===== config.mk =====
export PLATFORM = sky130hd
export DESIGN_NAME = pcists_status_reg
export DESIGN_NICKNAME = d
export VERILOG_FILES = /design/src/rtl/pcists_pkg.sv /design/src/rtl/pcists_event_qual.sv /design/src/rtl/pcists_sticky_flag.sv /design/src/rtl/pcists_read_mux.sv /design/src/rtl/pcists_status_reg.sv
export SDC_FILE = /design/constraint.sdc
export NUM_CORES = 1
export LEC_CHECK = 0
export BUFFER_PORTS_ARGS = -buffer_cell sky130_fd_sc_hd__buf_4
export CELL_PAD_IN_SITES_DETAIL_PLACEMENT = 0
export CELL_PAD_IN_SITES_GLOBAL_PLACEMENT = 1
export CORE_MARGIN = 5
export CORE_UTILIZATION = 22
export CTS_CLUSTER_DIAMETER = 200
export DETAILED_ROUTE_END_ITERATION = 6
export PLACE_DENSITY = 0.85
export SLEW_MARGIN = 20
export SYNTH_ARGS = -nofsm -noshare
export SYNTH_HDL_FRONTEND = slang
export SYNTH_HIERARCHICAL = 1
export SYNTH_SLANG_ARGS = --single-unit

===== constraint.sdc =====
create_clock -name clk -period 0.87 [get_ports clk]
set_input_delay 0.1305 -clock clk [delete_from_list [all_inputs] [get_ports clk]]
set_output_delay 0.1305 -clock clk [all_outputs]
set_load 0.02 [all_outputs]

===== src/rtl/pcists_pkg.sv =====
package pcists_pkg;

    localparam int STATUS_W  = 16;
    localparam int LANE_W    = 8;
    localparam int NUM_LANES = STATUS_W / LANE_W;
    localparam int NUM_FLAGS = 6;

    // Flag indices; the bit positions are fixed by the configuration header layout.
    localparam int FLG_DET_PARITY = 0;
    localparam int FLG_SIG_SERR   = 1;
    localparam int FLG_RCV_MABORT = 2;
    localparam int FLG_RCV_TABORT = 3;
    localparam int FLG_SIG_TABORT = 4;
    localparam int FLG_MST_PARITY = 5;

    localparam int BIT_IRQ = 3;

    // Bits that always read 1: fast back-to-back, 66 MHz, capabilities list.
    localparam logic [STATUS_W-1:0] FIXED_ONES = 16'h00B0;

    typedef enum logic {
        FLG_CLEAR = 1'b0,
        FLG_SET   = 1'b1
    } flag_state_t;

    typedef logic [NUM_FLAGS-1:0] flag_vec_t;

    function automatic int flag_bit(input int idx);
        case (idx)
            FLG_DET_PARITY: flag_bit = 15;
            FLG_SIG_SERR:   flag_bit = 14;
            FLG_RCV_MABORT: flag_bit = 13;
            FLG_RCV_TABORT: flag_bit = 12;
            FLG_SIG_TABORT: flag_bit = 11;
            default:        flag_bit = 8;
        endcase
    endfunction

endpackage


===== src/rtl/pcists_event_qual.sv =====
module pcists_event_qual
    import pcists_pkg::*;
(
    input  logic      ev_addr_parity,
    input  logic      ev_data_parity,
    input  logic      ev_serr,
    input  logic      ev_master_abort,
    input  logic      ev_special_cycle,
    input  logic      ev_ta_received,
    input  logic      ev_ta_signaled,
    input  logic      perr_resp_en,
    input  logic      is_master,
    output flag_vec_t set_vec
);

    always_comb begin
        set_vec = '0;
        // Detection ignores both the response enable and the role.
        set_vec[FLG_DET_PARITY] = ev_addr_parity | ev_data_parity;
        set_vec[FLG_SIG_SERR]   = ev_serr;
        set_vec[FLG_RCV_MABORT] = ev_master_abort & is_master & ~ev_special_cycle;
        set_vec[FLG_RCV_TABORT] = ev_ta_received & is_master;
        set_vec[FLG_SIG_TABORT] = ev_ta_signaled & ~is_master;
        set_vec[FLG_MST_PARITY] = ev_data_parity & is_master & perr_resp_en;
    end

endmodule


===== src/rtl/pcists_sticky_flag.sv =====
module pcists_sticky_flag
    import pcists_pkg::*;
(
    input  logic clk,
    input  logic rst_n,
    input  logic set_i,
    input  logic clr_i,
    output logic flag_o
);

    flag_state_t state_q, state_d;

    // Next state: CLR_TO_SET on an event, SET_TO_CLR on a clear with no event.
    always_comb begin
        state_d = state_q;
        unique case (state_q)
            FLG_CLEAR: if (set_i) state_d = FLG_SET;
            FLG_SET:   if (clr_i && !set_i) state_d = FLG_CLEAR;
            default:   state_d = FLG_CLEAR;
        endcase
    end

    always_ff @(posedge clk) begin
        if (!rst_n) state_q <= FLG_CLEAR;
        else        state_q <= state_d;
    end

    always_comb begin
        unique case (state_q)
            FLG_SET: flag_o = 1'b1;
            default: flag_o = 1'b0;
        endcase
    end

endmodule


===== src/rtl/pcists_read_mux.sv =====
module pcists_read_mux
    import pcists_pkg::*;
(
    input  flag_vec_t             flags,
    input  logic                  irq_pending,
    output logic [STATUS_W-1:0]   rd_data
);

    always_comb begin
        rd_data          = FIXED_ONES;
        rd_data[BIT_IRQ] = irq_pending;
        for (int i = 0; i < NUM_FLAGS; i++) begin
            rd_data[flag_bit(i)] = flags[i];
        end
    end

endmodule


===== src/rtl/pcists_status_reg.sv =====
module pcists_status_reg
    import pcists_pkg::*;
(
    input  logic                  clk,
    input  logic                  rst_n,
    input  logic                  wr_en,
    input  logic [STATUS_W-1:0]   wr_data,
    input  logic [NUM_LANES-1:0]  wr_be,
    input  logic                  ev_addr_parity,
    input  logic                  ev_data_parity,
    input  logic                  ev_serr,
    input  logic                  ev_master_abort,
    input  logic                  ev_special_cycle,
    input  logic                  ev_ta_received,
    input  logic                  ev_ta_signaled,
    input  logic                  perr_resp_en,
    input  logic                  is_master,
    input  logic                  irq_pending,
    output logic [STATUS_W-1:0]   rd_data
);

    flag_vec_t             set_vec;
    flag_vec_t             clr_vec;
    flag_vec_t             flags;
    logic [STATUS_W-1:0]   clr_mask;

    // Per-lane write-one mask.
    always_comb begin
        for (int b = 0; b < STATUS_W; b++) begin
            clr_mask[b] = wr_en & wr_be[b / LANE_W] & wr_data[b];
        end
    end

    pcists_event_qual u_qual (
        .ev_addr_parity   (ev_addr_parity),
        .ev_data_parity   (ev_data_parity),
        .ev_serr          (ev_serr),
        .ev_master_abort  (ev_master_abort),
        .ev_special_cycle (ev_special_cycle),
        .ev_ta_received   (ev_ta_received),
        .ev_ta_signaled   (ev_ta_signaled),
        .perr_resp_en     (perr_resp_en),
        .is_master        (is_master),
        .set_vec          (set_vec)
    );

    for (genvar g = 0; g < NUM_FLAGS; g++) begin : g_flag
        assign clr_vec[g] = clr_mask[flag_bit(g)];
        pcists_sticky_flag u_flag (
            .clk    (clk),
            .rst_n  (rst_n),
            .set_i  (set_vec[g]),
            .clr_i  (clr_vec[g]),
            .flag_o (flags[g])
        );
    end

    pcists_read_mux u_rd (
        .flags       (flags),
        .irq_pending (irq_pending),
        .rd_data     (rd_data)
    );

endmodule


==> results_dict.tcl <==
set metrics [dict create \
    postRouteAntennaNets 0 \
    tns_ps 0 \
    path_class "register to output pin" \
    layout_min_cycle_time_ps 810 \
    finalSetupViolations 0 \
    synth.area.top_cells "buf_4 (28%), dfxtp_1 (26%), nor2b_4 (18%)" \
    power_switching_uw 214 \
    rows 16 \
    required_ps 740 \
    gp_congestion 0.668 \
    gr-usage-all-layers 0.0711 \
    yosysTopAreaCell "buf_4" \
    p_int_uw 581 \
    synth_seq_cells 6 \
    crit_path_start "g_flag[3].u_flag/state_q" \
    vdd_ir_drop_max_uv 393 \
    fin_crit_sh 0.931 \
    grt_start_max_net_pins 7 \
    outcome "complete, no violations" \
    drt-pass1-iter-count 2 \
    power_density_mw_per_mm2 1280 \
    reg2reg_depth 2 \
    synth.distinct_cells 10 \
    critPathBufInv 1 \
    multi_input_area_sq_um 233 \
    antenna_found_initial 0 \
    hold_start "ev_serr" \
    ctsRootBufferMaster "clkbuf_4" \
    cp_max_fo 2 \
    crit_family "flip-flops" \
    grt_overflow_total 0 \
    ys_seq_area_frac 0.264 \
    post-synth-top-count-cell "buf_4" \
    clkSinkCount 6 \
    vias 335 \
    regArea_sq_um 128 \
    worstPathArrival_ps 680 \
    rsz0062_at_grt "no" \
    synthFlopType "dfxtp_1" \
    num_io_pins 47 \
    synth_top_area_share 0.281 \
    cts_tree "yes" \
    cts_buffers 3 \
    die-height_um 55.4 \
    synth_common_cells "buf_4 (17), and3_1 (7), dfxtp_1 (6), nor2b_4 (6), o21a_1 (6)" \
    path_clk_slew_ps 50 \
    fin_skew_ps 0 \
    largest_registers "g_flag.u_flag/state_q (6)" \
    grt_pass1_vias 362 \
    path_cells "buf_6" \
    syn_inst 48 \
    fill_cells 236 \
    swShare 0.270 \
    syn_to_final_growth_pct 36.4 \
    dieArea_sq_mm 0.00307 \
    htree_levels 1 \
    syn-cell-area_sq_um 454 \
    drive_gt1_frac 0.600 \
    diodes 0 \
    comb_power_share 0.289 \
    insertion_delay_ps 240 \
    endpoint_kind "output pin" \
    remaining_drc_errors 0 \
    power_frac_clock 0.323 \
    largest_register "g_flag.u_flag/state_q" \
    routedWlPerCell_um 11.1 \
    seqPwrFrac 0.388 \
    cp.depth 1 \
    die_w_um 55.4 \
    core_sq_mm 0.00196 \
    viasPerCell 3.64 \
    cpPeakStageDelay_ps 320 \
    r2r-start "g_flag[4].u_flag/state_q" \
    hold_viol_final 0 \
    grt_pass1_wl_um 1560 \
    reg2reg_slack_ps 170 \
    p_leak_uw 0.000318 \
    yosys_warnings 6 \
    maxSlewViolCount 0 \
    ys_async_sr_fraction 0 \
    power_uw 795 \
    avgSynthCellArea_sq_um 9.46 \
    final_net_count 98 \
    largest_reg_flops 6 \
    max_freq_mhz 1230 \
    synth-edff-count 0 \
    cpMaxStageDelayCell "dfxtp_2" \
    drt_iter0_drc 2 \
    drt-total-wl_um 1020 \
    clock_path_buffers 2 \
    numPortBuffers 24 \
    holdPathStages 2 \
    post-cts-setup-buffers 0 \
    crit_path_start_kind "register" \
    hold_class "input pin to register" \
    initial_core_util 0.232 \
    maxCapViolations 0 \
    hpwl_um 881 \
]
-- cell type report --
cell class              instances  area share
multi-input cells              32       0.376
clock buffers                   3      0.0364
repair buffers                 24       0.327
well taps                      27      0.0545
flip-flops and latches          6       0.206
-- final timing paths --
kind	to
worst max-delay path	rd_data[12]
worst min-delay path	g_flag[1].u_flag/state_q
worst max register to register	g_flag[4].u_flag/state_q
worst min register to register	g_flag[1].u_flag/state_q
-- metal layers --
layer / wire, um / track usage
met1: 345 / 0.0641
met2: 554 / 0.115
met3: 97 / 0.0233
met4: 25 / 0.0833
met5: 0 / 0
-- logic make-up (layout without fill, tap and decap cells) --
logic type,Yosys count,after routing,share of synthesized area
AOI/OAI and AO/OA,6,6,0.0992
buffers and inverters,17,27,0.281
DFF,6,6,0.264
other,2,9,0.0165
and+or+nand+nor,17,17,0.339
-- cells in the final DEF (no fill, tap or decap) --
master and instances:
and2_1 1, and3_1 7, and3b_1 1, buf_4 18
buf_6 6, clkbuf_4 3, conb_1 9, dfxtp_2 6
nor2b_1 1, nor2b_4 6, o21a_1 6, or2_1 1
-- what timing repair did --
action                     CTS  global route
hold buffers                 0             0
setup endpoints to repair    0             6
resized for setup            0            12
-- stage by stage --
step	util	cell area [sq um]	hold slack, ps	setup WS (ps)	instances
after floorplan	-	480	248	212	55
after global placement	0.289	567	261	119	89
after detailed placement	0.289	567	261	94.1	89
after CTS	0.300	589	89.8	16.0	92
after global routing	0.316	619	96.5	15.1	92
final	0.316	619	98.8	59.7	92
-- power by group through the flow --
stage	sequential [uW]	combinational, uW	clock, uW
2_1_floorplan	305	183	0
3_3_place_gp	306	218	0
3_5_place_dp	307	222	0
4_1_cts	302	223	275
5_1_grt	310	248	298
6_report	308	230	257
Note: power is estimated with default switching activity, not from simulation.
